`src/rtl/pmc_pkg.sv`:
```
package pmc_pkg;
   localparam int MODE_W = 2;

   typedef enum logic [MODE_W-1:0] {
      MODE_NORMAL = 2'd0,
      MODE_SLOW   = 2'd1,
      MODE_IDLE   = 2'd2,
      MODE_PDOWN  = 2'd3
   } mode_e;

   typedef enum logic [2:0] {
      ST_NORMAL = 3'd0,
      ST_SLOW   = 3'd1,
      ST_IDLE   = 3'd2,
      ST_PDOWN  = 3'd3,
      ST_WAKE   = 3'd4,
      ST_GAP    = 3'd5
   } state_e;

   typedef struct packed {
      logic              core_en;
      logic              periph_en;
      logic              bypass;
      logic              pwr_en;
      logic [MODE_W-1:0] stat;
   } ctl_t;

   localparam ctl_t CTL_RESET = '{core_en: 1'b1, periph_en: 1'b1, bypass: 1'b0,
                                  pwr_en: 1'b1, stat: MODE_NORMAL};
endpackage

```
`src/rtl/pmc_settle_timer.sv`:
```
module pmc_settle_timer #(
   parameter int CNT_W = 16
) (
   input  logic             clk,
   input  logic             rst_n,
   input  logic             load,
   input  logic [CNT_W-1:0] load_val,
   output logic             done
);
   if (CNT_W < 1) begin : g_bad_width
      $error("pmc_settle_timer: CNT_W must be at least 1");
   end

   logic [CNT_W-1:0] cnt_q;

   always_ff @(posedge clk or negedge rst_n) begin
      if (!rst_n)
         cnt_q <= '0;
      else if (load)
         cnt_q <= load_val;
      else if (cnt_q != '0)
         cnt_q <= cnt_q - 1'b1;
   end

   assign done = (cnt_q == '0);
endmodule

```
`src/rtl/pmc_fsm.sv`:
```
module pmc_fsm
   import pmc_pkg::*;
(
   input  logic              clk,
   input  logic              rst_n,
   input  logic              wr,
   input  logic [MODE_W-1:0] wdata,
   input  logic              irq,
   input  logic              wake,
   input  logic              timer_done,
   output state_e            state,
   output logic              tgt_slow,
   output logic              timer_load
);
   state_e st_q, st_d;
   logic   tgt_q, tgt_d;

   always_comb begin
      st_d       = st_q;
      tgt_d      = tgt_q;
      timer_load = 1'b0;
      unique case (st_q)
         ST_NORMAL, ST_SLOW: begin
            if (wr) begin
               unique case (mode_e'(wdata))
                  MODE_NORMAL: if (st_q == ST_SLOW) begin
                     st_d  = ST_GAP;
                     tgt_d = 1'b0;
                  end
                  MODE_SLOW: if (st_q == ST_NORMAL) begin
                     st_d  = ST_GAP;
                     tgt_d = 1'b1;
                  end
                  MODE_IDLE:  st_d = ST_IDLE;
                  MODE_PDOWN: st_d = ST_PDOWN;
                  default:    st_d = st_q;
               endcase
            end
         end
         ST_GAP:   st_d = tgt_q ? ST_SLOW : ST_NORMAL;
         ST_IDLE:  if (irq) st_d = ST_NORMAL;
         ST_PDOWN: if (wake) begin
            st_d       = ST_WAKE;
            timer_load = 1'b1;
         end
         ST_WAKE:  if (timer_done) st_d = ST_NORMAL;
         default:  st_d = ST_NORMAL;
      endcase
   end

   always_ff @(posedge clk or negedge rst_n) begin
      if (!rst_n) begin
         st_q  <= ST_NORMAL;
         tgt_q <= 1'b0;
      end else begin
         st_q  <= st_d;
         tgt_q <= tgt_d;
      end
   end

   assign state    = st_q;
   assign tgt_slow = tgt_q;
endmodule

```
`src/rtl/pmc_out_decode.sv`:
```
module pmc_out_decode
   import pmc_pkg::*;
#(
   parameter bit OUT_REG = 1'b0
) (
   input  logic   clk,
   input  logic   rst_n,
   input  state_e state,
   input  logic   tgt_slow,
   output ctl_t   ctl
);
   ctl_t ctl_d;

   always_comb begin
      ctl_d = CTL_RESET;
      unique case (state)
         ST_NORMAL: ctl_d = CTL_RESET;
         ST_SLOW:   begin ctl_d.bypass = 1'b1; ctl_d.stat = MODE_SLOW; end
         ST_GAP:    begin
            ctl_d.core_en = 1'b0;
            ctl_d.bypass  = tgt_slow;
            ctl_d.stat    = tgt_slow ? MODE_SLOW : MODE_NORMAL;
         end
         ST_IDLE:   begin ctl_d.core_en = 1'b0; ctl_d.stat = MODE_IDLE; end
         ST_PDOWN:  begin
            ctl_d.core_en   = 1'b0;
            ctl_d.periph_en = 1'b0;
            ctl_d.pwr_en    = 1'b0;
            ctl_d.stat      = MODE_PDOWN;
         end
         ST_WAKE:   begin
            ctl_d.core_en   = 1'b0;
            ctl_d.periph_en = 1'b0;
            ctl_d.stat      = MODE_PDOWN;
         end
         default:   ctl_d = CTL_RESET;
      endcase
   end

   if (OUT_REG) begin : g_reg_out
      ctl_t ctl_q;
      always_ff @(posedge clk or negedge rst_n) begin
         if (!rst_n) ctl_q <= CTL_RESET;
         else        ctl_q <= ctl_d;
      end
      assign ctl = ctl_q;
   end else begin : g_comb_out
      assign ctl = ctl_d;
   end
endmodule

```
`src/rtl/pwr_mode_ctrl.sv`:
```
module pwr_mode_ctrl
   import pmc_pkg::*;
#(
   parameter int SETTLE_W = 16,
   parameter bit OUT_REG  = 1'b0
) (
   input  logic                clk,
   input  logic                rst_n,
   input  logic                mode_wr,
   input  logic [MODE_W-1:0]   mode_wdata,
   input  logic                irq,
   input  logic                wake,
   input  logic [SETTLE_W-1:0] settle_cnt,
   output logic                core_clk_en,
   output logic                periph_clk_en,
   output logic                pll_bypass,
   output logic                main_pwr_en,
   output logic [MODE_W-1:0]   mode_stat
);
   if (SETTLE_W < 1 || SETTLE_W > 32) begin : g_bad_settle
      $error("pwr_mode_ctrl: SETTLE_W must be in 1..32");
   end

   state_e st;
   logic   tgt_slow, t_load, t_done;
   ctl_t   ctl;

   pmc_settle_timer #(.CNT_W(SETTLE_W)) u_timer (
      .clk(clk), .rst_n(rst_n), .load(t_load), .load_val(settle_cnt), .done(t_done)
   );

   pmc_fsm u_fsm (
      .clk(clk), .rst_n(rst_n), .wr(mode_wr), .wdata(mode_wdata), .irq(irq),
      .wake(wake), .timer_done(t_done), .state(st), .tgt_slow(tgt_slow),
      .timer_load(t_load)
   );

   pmc_out_decode #(.OUT_REG(OUT_REG)) u_dec (
      .clk(clk), .rst_n(rst_n), .state(st), .tgt_slow(tgt_slow), .ctl(ctl)
   );

   assign core_clk_en   = ctl.core_en;
   assign periph_clk_en = ctl.periph_en;
   assign pll_bypass    = ctl.bypass;
   assign main_pwr_en   = ctl.pwr_en;
   assign mode_stat     = ctl.stat;
endmodule

```
`config.mk`:
```
export PLATFORM = sky130hd
export DESIGN_NAME = pwr_mode_ctrl
export DESIGN_NICKNAME = d
export VERILOG_FILES = /design/src/rtl/pmc_pkg.sv /design/src/rtl/pmc_settle_timer.sv /design/src/rtl/pmc_fsm.sv /design/src/rtl/pmc_out_decode.sv /design/src/rtl/pwr_mode_ctrl.sv
export SDC_FILE = /design/constraint.sdc
export NUM_CORES = 1
export LEC_CHECK = 0
export ABC_AREA = 1
export CORE_ASPECT_RATIO = 1.25
export CORE_MARGIN = 4
export CORE_UTILIZATION = 55
export DETAILED_ROUTE_END_ITERATION = 10
export DONT_BUFFER_PORTS = 1
export PLACE_DENSITY = 0.79
export SLEW_MARGIN = 10
export SYNTH_ARGS = -nofsm -noshare
export SYNTH_HDL_FRONTEND = slang
export SYNTH_HIERARCHICAL = 1
export SYNTH_SLANG_ARGS = --single-unit
```
`constraint.sdc`:
```
create_clock -name clk -period 1.7 [get_ports clk]
set_input_delay 0.425 -clock clk [delete_from_list [all_inputs] [get_ports clk]]
set_output_delay 0.425 -clock clk [all_outputs]
set_load 0.02 [all_outputs]
```
==> results of run 1 <==
-- where the power goes --
part	internal, mW	switching [mW]	total, mW
registers	0.711	0.265	0.976
logic	0.802	1.16	1.96
clock network	0.131	0.158	0.289
-- final timing paths --
check	from	endpoint	slack [ns]	cells past startpoint
setup / recovery	u_timer/cnt_q[0]	u_fsm/state[2]	-0.02	12
hold / removal	settle_cnt[10]	u_timer/cnt_q[10]	0.22	2
setup reg to reg	u_timer/cnt_q[0]	u_fsm/state[2]	-0.02	12
hold reg to reg	u_fsm/tgt_slow	u_fsm/tgt_slow	0.55	2
max in group asynchronous	rst_n	u_fsm/state[2]	0.39	1
min in group asynchronous	rst_n	u_timer/cnt_q[8]	0.68	1
-- stage by stage --
stage,cells,utilization [%]
6_report,289,67.8
5_1_grt,289,67.8
4_1_cts,280,63.8
3_5_place_dp,273,61.0
3_3_place_gp,273,61.0
2_1_floorplan,234,-
-- sequential cells by signal, summed over array words and instances (netlist names) --
| register | count |
|---|---|
| u_timer/cnt_q | 16 |
| u_fsm/state | 3 |
| u_fsm/tgt_slow | 1 |
-- final cells by class --
type | count | area [sq um]
Clock buffer | 4 | 36.3
Multi-Input combinational cell | 178 | 1010
Fill cell | 238 | 888
Tap cell | 34 | 42.5
Inverter | 32 | 120
Sequential cell | 20 | 505
Timing Repair Buffer | 21 | 160
-- kinds of logic (layout without fill, tap and decap cells) --
family | after synthesis | after routing | share of synthesized area [%]
buffers and inverters | 36 | 57 | 9.99
xor gates and xnor gates | 6 | 6 | 3.25
and+or+nand+nor | 156 | 156 | 49.2
adders and majority gates | 1 | 1 | 0.774
AOI/OAI and AO/OA | 15 | 15 | 5.81
DFF | 20 | 20 | 31.0
-- synth_stat cells --
cell type	number
sky130_fd_sc_hd__nand3_1	15
sky130_fd_sc_hd__nor2_8	1
sky130_fd_sc_hd__o21ai_1	3
sky130_fd_sc_hd__nor2_4	6
sky130_fd_sc_hd__and2_1	1
sky130_fd_sc_hd__nand2_2	7
sky130_fd_sc_hd__a21oi_1	2
sky130_fd_sc_hd__xnor2_1	2
sky130_fd_sc_hd__nand4_1	7
sky130_fd_sc_hd__nor2_2	8
sky130_fd_sc_hd__dfrtp_1	20
sky130_fd_sc_hd__buf_2	2
sky130_fd_sc_hd__nand3_2	3
sky130_fd_sc_hd__nor3_1	3
sky130_fd_sc_hd__ha_1	1
sky130_fd_sc_hd__xor2_1	4
sky130_fd_sc_hd__nor2_1	22
sky130_fd_sc_hd__o21bai_2	3
sky130_fd_sc_hd__nand2_1	76
sky130_fd_sc_hd__inv_1	30
sky130_fd_sc_hd__o21ai_0	7
sky130_fd_sc_hd__nand3_4	2
sky130_fd_sc_hd__nand3b_1	3
sky130_fd_sc_hd__or2_2	1
sky130_fd_sc_hd__buf_6	1
sky130_fd_sc_hd__nand2_4	1
sky130_fd_sc_hd__buf_12	1
sky130_fd_sc_hd__inv_2	2
-- metal layers --
metal,vias to the layer above,track usage [%],routed length [um]
met4,0,7.72,48
met1,727,23.7,1550
li1,775,-,-
met5,-,0,0
met3,6,3.35,196
met2,42,32.8,1850
-- repair_timing --
| item | in CTS | in global routing |
|---|---|---|
| pin swaps | 0 | 7 |
| setup endpoints to repair | 6 | 8 |
| gates resized for setup | 5 | 16 |
| hold buffers | 1 | 0 |
| buffers inserted | 2 | 9 |
| hold endpoints to repair | 20 | 0 |
==> flow_results.xml, run 1 <==
<?xml version="1.0" encoding="UTF-8"?>
<metrics>
  <group name="synth">
    <metric name="syn_avg_cell_area" unit="sq um">6.90</metric>
    <metric name="ys.warnings.count" unit="">6</metric>
    <metric name="netlist-cell-type-count" unit="">28</metric>
    <metric name="ys_seq_elements" unit="">20</metric>
    <metric name="synth_cells" unit="">234</metric>
    <metric name="post-synth-top-area-fraction" unit="%">31.0</metric>
    <metric name="netlist.top_cell.by_area" unit="">sky130_fd_sc_hd__dfrtp_1</metric>
    <metric name="synthTopCellsByArea" unit="">sky130_fd_sc_hd__dfrtp_1 31%, sky130_fd_sc_hd__nand2_1 18%, sky130_fd_sc_hd__inv_1 7.0%</metric>
    <metric name="synth_nets" unit="">258</metric>
    <metric name="synth.yosys.seq_area_share" unit="%">31.0</metric>
    <metric name="netlist_area" unit="sq um">1620</metric>
  </group>
  <group name="pwr">
    <metric name="power.density_cell_area" unit="nW/um^2">1720</metric>
    <metric name="ir_drop" unit="V">0.00111</metric>
    <metric name="total_leakage_power" unit="nW">0.969</metric>
    <metric name="p_total" unit="mW">3.22</metric>
  </group>
  <group name="setup_path">
    <metric name="critical_path.max_stage_delay" unit="ns">0.42</metric>
    <metric name="timing_worst_setup_path_type" unit="">flip-flop to flip-flop</metric>
    <metric name="critical_path.most_common_cell" unit="">sky130_fd_sc_hd__nand2_1</metric>
    <metric name="path_max_fanout" unit="">5</metric>
    <metric name="critical_path.cell_chain" unit="">inv_2 &gt; ha_4 &gt; nand2_4 &gt; nor2_4 &gt; nand3_2 &gt; nor3_2 &gt; inv_1 &gt; nand3_1 &gt; nand2_1 &gt; nand2_2 &gt; nand4_1 &gt; nand2_1</metric>
    <metric name="worst-path-buf-inv" unit="">2</metric>
    <metric name="critPathLaunchType" unit="">flip-flop</metric>
    <metric name="arrival" unit="ns">1.97</metric>
    <metric name="setup.worst_path.end_class" unit="">flip-flop</metric>
    <metric name="crit_path_top_delay_cell" unit="">sky130_fd_sc_hd__dfrtp_1</metric>
    <metric name="timing.critical_path.required" unit="ns">1.95</metric>
    <metric name="worst_path_dominant_cell_family" unit="">simple AND/OR/NAND/NOR gates</metric>
  </group>
  <group name="sta">
    <metric name="setup_ws" unit="ns">-0.0201</metric>
    <metric name="setup_repair_after_global_routing_missed_its_margin" unit="">yes</metric>
    <metric name="fin_crit" unit="ns">1.72</metric>
    <metric name="worst_pin_slew" unit="ns">0.924</metric>
    <metric name="period_share" unit="%">101</metric>
    <metric name="timing.setup.tns" unit="ns">-0.0256</metric>
    <metric name="timing.clock.skew" unit="ns">0.00856</metric>
    <metric name="finalHoldWorstSlack" unit="ns">0.219</metric>
    <metric name="maxClockFrequency" unit="MHz">581</metric>
    <metric name="final_max_slew_viol_count" unit="">0</metric>
    <metric name="hold_viol_final" unit="">0</metric>
    <metric name="timing.final.setup_violations" unit="">2</metric>
    <metric name="timing.slew.headroom" unit="%">38.2</metric>
  </group>
  <group name="run_status">
    <metric name="outcome" unit="">finished, violations left</metric>
    <metric name="failed_checks" unit="">negative setup slack</metric>
  </group>
  <group name="cts">
    <metric name="tritoncts_clock_tree" unit="">built</metric>
    <metric name="cts-htree-levels" unit="">1</metric>
    <metric name="cts_num_sinks" unit="">20</metric>
    <metric name="clock_latency" unit="ns">0.31</metric>
    <metric name="clk_pin_slew" unit="ns">0.12</metric>
    <metric name="cts-root-to-sink-buffers" unit="">2</metric>
    <metric name="cts_made_buffers" unit="">3</metric>
    <metric name="cts_root_buf" unit="">sky130_fd_sc_hd__clkbuf_4</metric>
  </group>
  <group name="floorplan">
    <metric name="fp-row-count" unit="">21</metric>
    <metric name="starting_density_of_the_core" unit="%">58.5</metric>
    <metric name="die-width" unit="um">56.5</metric>
    <metric name="fp.dieArea" unit="sq um">3870</metric>
    <metric name="die_height" unit="um">68.6</metric>
    <metric name="placeableCoreArea" unit="sq um">2760</metric>
    <metric name="design.portCount" unit="">29</metric>
  </group>
  <group name="global_route">
    <metric name="first_global_vias" unit="">1372</metric>
    <metric name="grt.total_usage" unit="%">19.0</metric>
    <metric name="grt_remaining_overflow" unit="">0</metric>
    <metric name="antenna_violations_before_repair" unit="">0</metric>
    <metric name="grt_first_pass_wirelength" unit="um">5850</metric>
    <metric name="grt_start_max_net_pins" unit="">21</metric>
  </group>
  <group name="routing">
    <metric name="drt_drc_violations_left" unit="">0</metric>
    <metric name="routed_length_per_placed_instance" unit="um">12.6</metric>
    <metric name="starting_drc_count_in_detailed_routing" unit="">45</metric>
    <metric name="vias" unit="">1550</metric>
    <metric name="detail_route.vias_per_cell" unit="">5.36</metric>
    <metric name="tritonroute_pass_1_iters" unit="">4</metric>
    <metric name="totalWireLength" unit="um">3650</metric>
    <metric name="drtAntennaViolNets" unit="">0</metric>
  </group>
  <group name="placement">
    <metric name="gpl.final_weighted_congestion" unit="">0.907</metric>
    <metric name="io_buffers" unit="">0</metric>
    <metric name="hpwl" unit="um">2630</metric>
    <metric name="placedInstanceArea" unit="sq um">1680</metric>
    <metric name="post-place-ws" unit="ns">-0.0190</metric>
  </group>
  <group name="cells_and_area">
    <metric name="insertedDiodeCount" unit="">0</metric>
    <metric name="mostFrequentLayoutCell" unit="">sky130_fd_sc_hd__nand2_1</metric>
    <metric name="final_cell_mix" unit="">75 x sky130_fd_sc_hd__nand2_1, 26 x sky130_fd_sc_hd__inv_1, 20 x sky130_fd_sc_hd__buf_4, 20 x sky130_fd_sc_hd__nor2_1, 16 x sky130_fd_sc_hd__dfrtp_1</metric>
    <metric name="layout.nets" unit="">280</metric>
    <metric name="stdcell_area" unit="sq um">1870</metric>
    <metric name="area_overhead_vs_synth" unit="%">15.8</metric>
    <metric name="layout-drive-gt1-share" unit="%">29.0</metric>
  </group>
  <group name="min_path">
    <metric name="min-delay-path-class" unit="">primary input to flip-flop</metric>
  </group>
  <group name="job">
    <metric name="drv_cap" unit="">0</metric>
  </group>
</metrics>
(Power assumes the default switching activity.)
==> run 2: changes to the inputs <==
--- a/config.mk
+++ b/config.mk
@@ -6,12 +6,14 @@
 export NUM_CORES = 1
 export LEC_CHECK = 0
 export ABC_AREA = 1
+export CELL_PAD_IN_SITES_DETAIL_PLACEMENT = 2
+export CELL_PAD_IN_SITES_GLOBAL_PLACEMENT = 2
 export CORE_ASPECT_RATIO = 1.25
 export CORE_MARGIN = 4
-export CORE_UTILIZATION = 55
+export CORE_UTILIZATION = 31
 export DETAILED_ROUTE_END_ITERATION = 10
 export DONT_BUFFER_PORTS = 1
-export PLACE_DENSITY = 0.79
+export PLACE_DENSITY = 0.8
 export SLEW_MARGIN = 10
 export SYNTH_ARGS = -nofsm -noshare
 export SYNTH_HDL_FRONTEND = slang
==> flow_results.xml, run 2 (synthesized netlist as in run 1, its figures left out) <==
<?xml version="1.0" encoding="UTF-8"?>
<metrics>
  <group name="floorplan">
    <metric name="design.portCount" unit="">29</metric>
    <metric name="die-width" unit="um">72.6</metric>
    <metric name="placeableCoreArea" unit="sq um">5080</metric>
    <metric name="starting_density_of_the_core" unit="%">31.8</metric>
    <metric name="fp-row-count" unit="">29</metric>
    <metric name="fp.dieArea" unit="sq um">6440</metric>
    <metric name="die_height" unit="um">88.7</metric>
  </group>
  <group name="routing">
    <metric name="totalWireLength" unit="um">5900</metric>
    <metric name="drtAntennaViolNets" unit="">0</metric>
    <metric name="tritonroute_pass_1_iters" unit="">4</metric>
    <metric name="vias" unit="">1645</metric>
    <metric name="drt_drc_violations_left" unit="">0</metric>
    <metric name="detail_route.vias_per_cell" unit="">5.09</metric>
    <metric name="routed_length_per_placed_instance" unit="um">18.3</metric>
    <metric name="starting_drc_count_in_detailed_routing" unit="">31</metric>
  </group>
  <group name="sta">
    <metric name="hold_viol_final" unit="">0</metric>
    <metric name="maxClockFrequency" unit="MHz">562</metric>
    <metric name="timing.slew.headroom" unit="%">31.5</metric>
    <metric name="setup_ws" unit="ns">-0.0786</metric>
    <metric name="fin_crit" unit="ns">1.78</metric>
    <metric name="timing.clock.skew" unit="ns">0.00562</metric>
    <metric name="setup_repair_after_global_routing_missed_its_margin" unit="">yes</metric>
    <metric name="period_share" unit="%">105</metric>
    <metric name="final_max_slew_viol_count" unit="">0</metric>
    <metric name="worst_pin_slew" unit="ns">1.03</metric>
    <metric name="timing.final.setup_violations" unit="">3</metric>
  </group>
  <group name="cts">
    <metric name="cts_num_sinks" unit="">20</metric>
    <metric name="tritoncts_clock_tree" unit="">built</metric>
    <metric name="cts-root-to-sink-buffers" unit="">2</metric>
    <metric name="clk_pin_slew" unit="ns">0.09</metric>
    <metric name="cts-htree-levels" unit="">1</metric>
    <metric name="cts_made_buffers" unit="">3</metric>
    <metric name="cts_root_buf" unit="">sky130_fd_sc_hd__clkbuf_8</metric>
    <metric name="clock_latency" unit="ns">0.26</metric>
  </group>
  <group name="global_route">
    <metric name="grt_start_max_net_pins" unit="">21</metric>
    <metric name="grt.total_usage" unit="%">16.4</metric>
    <metric name="first_global_vias" unit="">1738</metric>
    <metric name="antenna_violations_before_repair" unit="">0</metric>
    <metric name="grt_remaining_overflow" unit="">0</metric>
    <metric name="grt_first_pass_wirelength" unit="um">8290</metric>
  </group>
  <group name="pwr">
    <metric name="p_total" unit="mW">3.61</metric>
    <metric name="ir_drop" unit="V">0.000658</metric>
    <metric name="power.density_cell_area" unit="nW/um^2">1810</metric>
    <metric name="total_leakage_power" unit="nW">1.03</metric>
  </group>
  <group name="setup_path">
    <metric name="critical_path.max_stage_delay" unit="ns">0.43</metric>
    <metric name="r2r-end" unit="">u_fsm/state[0]</metric>
    <metric name="arrival" unit="ns">1.98</metric>
    <metric name="timing.critical_path.required" unit="ns">1.90</metric>
    <metric name="critical_path.cell_chain" unit="">nor2_2 &gt; inv_1 &gt; nor2_4 &gt; nand3_2 &gt; nor3_2 &gt; inv_1 &gt; nand3_1 &gt; nand2_1 &gt; nand2_2 &gt; nand4_1 &gt; nand2_1</metric>
    <metric name="path_max_fanout" unit="">4</metric>
    <metric name="r2r_setup_slack" unit="ns">-0.08</metric>
    <metric name="critPathLaunchType" unit="">flip-flop</metric>
    <metric name="r2r_cells" unit="">11</metric>
    <metric name="timing_worst_setup_path_type" unit="">flip-flop to flip-flop</metric>
    <metric name="r2r_path_start" unit="">u_timer/cnt_q[4]</metric>
    <metric name="crit_path_top_delay_cell" unit="">sky130_fd_sc_hd__dfrtp_1</metric>
    <metric name="setup.worst_path.end_class" unit="">flip-flop</metric>
  </group>
  <group name="cells_and_area">
    <metric name="area_overhead_vs_synth" unit="%">23.3</metric>
    <metric name="layout-drive-gt1-share" unit="%">30.7</metric>
    <metric name="finish.utilization" unit="%">39.2</metric>
    <metric name="insertedDiodeCount" unit="">0</metric>
    <metric name="layout.nets" unit="">286</metric>
    <metric name="final_cell_mix" unit="">74 x sky130_fd_sc_hd__nand2_1, 24 x sky130_fd_sc_hd__inv_1, 23 x sky130_fd_sc_hd__buf_4</metric>
    <metric name="largest_register" unit="">u_timer/cnt_q</metric>
    <metric name="largest_register_ffs" unit="">16</metric>
    <metric name="mostFrequentLayoutCell" unit="">sky130_fd_sc_hd__nand2_1</metric>
  </group>
  <group name="min_path">
    <metric name="worstHoldEndpoint" unit="">u_timer/cnt_q[13]</metric>
    <metric name="min-delay-path-class" unit="">primary input to flip-flop</metric>
    <metric name="min_delay_path_depth" unit="">2</metric>
    <metric name="hold_start" unit="">settle_cnt[13]</metric>
  </group>
  <group name="run_status">
    <metric name="outcome" unit="">finished, violations left</metric>
    <metric name="failed_checks" unit="">negative setup slack</metric>
  </group>
  <group name="placement">
    <metric name="io_buffers" unit="">0</metric>
    <metric name="hpwl" unit="um">3700</metric>
    <metric name="gpl.final_weighted_congestion" unit="">0.823</metric>
  </group>
  <group name="job">
    <metric name="drv_cap" unit="">0</metric>
  </group>
</metrics>
## run 2: worst max-delay path by stage
stage	from	end	slack (ns)
2_1_floorplan	u_timer/cnt_q[0]	u_fsm/state[2]	0.09
3_3_place_gp	u_timer/cnt_q[0]	u_fsm/state[0]	0.10
3_5_place_dp	u_timer/cnt_q[0]	u_fsm/state[1]	-0.05
4_1_cts	u_fsm/state[0]	mode_stat[0]	-0.02
5_1_grt	u_timer/cnt_q[0]	u_fsm/state[0]	-0.20
6_report	u_timer/cnt_q[4]	u_fsm/state[0]	-0.08
## run 2: per-stage QoR
step	hold slack, ns	TNS [ns]	worst slack [ns]	instance area [sq um]	instances
floorplan	0.129	0	0.0876	1620	234
global placement	0.130	0	0.100	1730	303
detailed placement	0.130	-0.124	-0.0475	1730	303
CTS	0.263	-0.0220	-0.0196	1840	309
global route	0.276	-0.854	-0.204	1990	323
finish	0.275	-0.154	-0.0786	1990	323
## run 2: cell type report
type / count / area [sq um]
clock buffer: 4 / 55.1
fill: 613 / 3090
inverter: 32 / 120
multi-input combinational: 178 / 1020
sequential: 20 / 502
tap: 62 / 77.6
timing repair buffer: 27 / 219
## run 2: layer usage
| layer | up-vias | track usage (%) | share of wire, % |
|---|---|---|---|
| met2 | 28 | 32.0 | 56 |
| met4 | 0 | 3.52 | 0.75 |
| li1 | 783 | - | - |
| met5 | - | 0 | 0 |
| met3 | 8 | 1.59 | 2.4 |
| met1 | 826 | 18.8 | 41 |
## run 2: report_power, final
part / total [mW] / leakage, nW / internal, mW / switching [mW]
combinational: 2.24 / 0.754 / 0.865 / 1.37
sequential: 0.981 / 0.246 / 0.706 / 0.275
clock: 0.392 / 0.0288 / 0.207 / 0.186
## run 2: what timing repair did
action,4_1_cts,5_1_grt
endpoints found under the hold margin,20,0
hold buffers,1,0
pin swaps,2,5
cloned,0,0
endpoints found under the setup margin,6,8
gates resized for setup,10,17
setup buffers,1,14
## run 2: worst max-delay path, delay by kind of cell, from the launching register on
family	cells	cell delay (ns)
buf+inv	2	0.20
flops	1	0.43
simple gates	9	1.06
==> run 3: changes to the inputs <==
--- a/config.mk
+++ b/config.mk
@@ -14,6 +14,7 @@
 export DETAILED_ROUTE_END_ITERATION = 10
 export DONT_BUFFER_PORTS = 1
 export PLACE_DENSITY = 0.8
+export RECOVER_POWER = 50
 export SLEW_MARGIN = 10
 export SYNTH_ARGS = -nofsm -noshare
 export SYNTH_HDL_FRONTEND = slang
==> flow_results.xml, run 3 (synthesized netlist as in run 1, its figures left out) <==
<?xml version="1.0" encoding="UTF-8"?>
<metrics>
  <group name="routing">
    <metric name="routed_length_per_placed_instance" unit="um">18.3</metric>
    <metric name="totalWireLength" unit="um">5900</metric>
    <metric name="drt_drc_violations_left" unit="">0</metric>
    <metric name="vias" unit="">1644</metric>
    <metric name="drtAntennaViolNets" unit="">0</metric>
    <metric name="detail_route.vias_per_cell" unit="">5.09</metric>
    <metric name="starting_drc_count_in_detailed_routing" unit="">32</metric>
    <metric name="tritonroute_pass_1_iters" unit="">4</metric>
  </group>
  <group name="setup_path">
    <metric name="critical_path.cell_chain" unit="">nor2_2 &gt; inv_1 &gt; nor2_4 &gt; nand3_2 &gt; nor3_2 &gt; inv_1 &gt; nand3_1 &gt; nand2_1 &gt; nand2_2 &gt; nand4_1 &gt; nand2_1</metric>
    <metric name="arrival" unit="ns">1.98</metric>
    <metric name="crit_path_top_delay_cell" unit="">sky130_fd_sc_hd__dfrtp_1</metric>
    <metric name="worst_path_dominant_cell_family" unit="">simple AND/OR/NAND/NOR gates</metric>
    <metric name="setup.worst_path.end_class" unit="">flip-flop</metric>
    <metric name="timing_worst_setup_path_type" unit="">flip-flop to flip-flop</metric>
    <metric name="worst-path-buf-inv" unit="">2</metric>
    <metric name="path_max_fanout" unit="">4</metric>
    <metric name="critPathLaunchType" unit="">flip-flop</metric>
    <metric name="timing.critical_path.required" unit="ns">1.90</metric>
    <metric name="critical_path.max_stage_delay" unit="ns">0.43</metric>
  </group>
  <group name="cells_and_area">
    <metric name="area_overhead_vs_synth" unit="%">22.6</metric>
    <metric name="layout-drive-gt1-share" unit="%">30.3</metric>
    <metric name="mostFrequentLayoutCell" unit="">sky130_fd_sc_hd__nand2_1</metric>
    <metric name="multiInputGateArea" unit="sq um">1020</metric>
    <metric name="n_fill_cell" unit="">616</metric>
    <metric name="post_layout_nonfiller_instances" unit="">323</metric>
    <metric name="layout.area.seq" unit="sq um">502</metric>
    <metric name="largest_register_ffs" unit="">16</metric>
    <metric name="final_cell_mix" unit="">74 x sky130_fd_sc_hd__nand2_1, 24 x sky130_fd_sc_hd__inv_1, 23 x sky130_fd_sc_hd__buf_4</metric>
    <metric name="insertedDiodeCount" unit="">0</metric>
    <metric name="layout.nets" unit="">286</metric>
    <metric name="stdcell_area" unit="sq um">1980</metric>
    <metric name="largest_register" unit="">u_timer/cnt_q</metric>
  </group>
  <group name="global_route">
    <metric name="grt.total_usage" unit="%">16.4</metric>
    <metric name="grt_first_pass_wirelength" unit="um">8290</metric>
    <metric name="first_global_vias" unit="">1738</metric>
    <metric name="grt_start_max_net_pins" unit="">21</metric>
    <metric name="grt_remaining_overflow" unit="">0</metric>
    <metric name="antenna_violations_before_repair" unit="">0</metric>
  </group>
  <group name="pwr">
    <metric name="ir_drop" unit="V">0.000658</metric>
    <metric name="total_leakage_power" unit="nW">1.02</metric>
    <metric name="power.density_cell_area" unit="nW/um^2">1820</metric>
    <metric name="p_total" unit="mW">3.60</metric>
  </group>
  <group name="placement">
    <metric name="io_buffers" unit="">0</metric>
    <metric name="gpl.final_weighted_congestion" unit="">0.823</metric>
    <metric name="hpwl" unit="um">3700</metric>
    <metric name="place_inst" unit="">303</metric>
    <metric name="placedInstanceArea" unit="sq um">1730</metric>
  </group>
  <group name="sta">
    <metric name="timing.setup.tns" unit="ns">-0.154</metric>
    <metric name="hold_viol_final" unit="">0</metric>
    <metric name="period_share" unit="%">105</metric>
    <metric name="finalHoldWorstSlack" unit="ns">0.275</metric>
    <metric name="worst_pin_slew" unit="ns">1.23</metric>
    <metric name="setup_repair_after_global_routing_missed_its_margin" unit="">yes</metric>
    <metric name="maxClockFrequency" unit="MHz">562</metric>
    <metric name="setup_ws" unit="ns">-0.0786</metric>
    <metric name="final_max_slew_viol_count" unit="">0</metric>
    <metric name="timing.slew.headroom" unit="%">18.1</metric>
    <metric name="fin_crit" unit="ns">1.78</metric>
    <metric name="timing.final.setup_violations" unit="">3</metric>
    <metric name="timing.clock.skew" unit="ns">0.00561</metric>
  </group>
  <group name="min_path">
    <metric name="min-delay-path-class" unit="">primary input to flip-flop</metric>
  </group>
  <group name="floorplan">
    <metric name="placeableCoreArea" unit="sq um">5080</metric>
    <metric name="fp.dieArea" unit="sq um">6440</metric>
    <metric name="die_height" unit="um">88.7</metric>
    <metric name="fp-row-count" unit="">29</metric>
    <metric name="design.portCount" unit="">29</metric>
    <metric name="starting_density_of_the_core" unit="%">31.8</metric>
    <metric name="die-width" unit="um">72.6</metric>
  </group>
  <group name="cts">
    <metric name="clock_latency" unit="ns">0.26</metric>
    <metric name="cts_num_sinks" unit="">20</metric>
    <metric name="cts_made_buffers" unit="">3</metric>
    <metric name="tritoncts_clock_tree" unit="">built</metric>
    <metric name="clk_pin_slew" unit="ns">0.09</metric>
    <metric name="cts_root_buf" unit="">sky130_fd_sc_hd__clkbuf_8</metric>
    <metric name="cts-root-to-sink-buffers" unit="">2</metric>
    <metric name="cts-htree-levels" unit="">1</metric>
  </group>
  <group name="run_status">
    <metric name="outcome" unit="">finished, violations left</metric>
    <metric name="failed_checks" unit="">negative setup slack</metric>
  </group>
  <group name="job">
    <metric name="drv_cap" unit="">0</metric>
  </group>
</metrics>
-- run 3: cell types whose count changed in the layout (fill, tap and decap cells not counted) --
cell	delta
sky130_fd_sc_hd__dlymetal6s4s_1	-1
sky130_fd_sc_hd__nor2_1	+1
sky130_fd_sc_hd__nor2_2	-1
sky130_fd_sc_hd__clkbuf_1	+1
-- run 3: routing by layer --
metal / GRT usage (%) / vias to the layer above / share of wire (%)
li1: - / 783 / -
met1: 18.8 / 825 / 41
met2: 32.0 / 28 / 56
met3: 1.59 / 8 / 2.4
met4: 3.52 / 0 / 0.75
met5: 0 / - / 0
-- run 3: cell type report --
| class | instances | area share (%) |
|---|---|---|
| Clock buffer | 4 | 2.78 |
| Inverter | 32 | 6.06 |
| Multi-Input combinational cell | 178 | 51.3 |
| Sequential cell | 20 | 25.3 |
| Tap cell | 62 | 3.92 |
| Timing Repair Buffer | 27 | 10.6 |
-- run 3: timing repair --
item	CTS	global route
endpoints found under the setup margin	6	8
pin swaps	2	5
buffers inserted	1	14
hold endpoints to repair	20	0
hold buffers	1	0
gates resized for setup	10	17
-- run 3: worst paths after layout --
kind	from	endpoint	slack [ns]	cells past startpoint
max reg2reg	u_timer/cnt_q[4]	u_fsm/state[0]	-0.08	11
min in group asynchronous	rst_n	u_timer/cnt_q[4]	0.40	1
max	u_timer/cnt_q[4]	u_fsm/state[0]	-0.08	11
min	settle_cnt[13]	u_timer/cnt_q[13]	0.28	2
max in group asynchronous	rst_n	u_timer/cnt_q[10]	0.50	1
min reg2reg	u_fsm/tgt_slow	u_fsm/tgt_slow	0.56	2
-- run 3: stage by stage --
stage	setup WS (ns)	utilization, %
CTS	-0.0196	36.2
global route	-0.204	39.0
detailed placement	-0.0475	34.1
global placement	0.100	34.1
floorplan	0.0876	-
finish	-0.0786	39.0
-- run 3: report_power, final --
part	switching (mW)	leakage [nW]	total, mW	internal, mW
registers	0.275	0.246	0.982	0.706
logic	1.37	0.741	2.23	0.861
clock network	0.186	0.0288	0.392	0.207
-- run 3: worst reg2reg max path, stage by stage, from the launching register on --
cell	delay (ns)
sky130_fd_sc_hd__dfrtp_1	0.43
sky130_fd_sc_hd__nor2_2	0.19
sky130_fd_sc_hd__inv_1	0.10
sky130_fd_sc_hd__nor2_4	0.12
sky130_fd_sc_hd__nand3_2	0.11
sky130_fd_sc_hd__nor3_2	0.16
sky130_fd_sc_hd__inv_1	0.11
sky130_fd_sc_hd__nand3_1	0.09
sky130_fd_sc_hd__nand2_1	0.08
sky130_fd_sc_hd__nand2_2	0.09
sky130_fd_sc_hd__nand4_1	0.11
sky130_fd_sc_hd__nand2_1	0.12
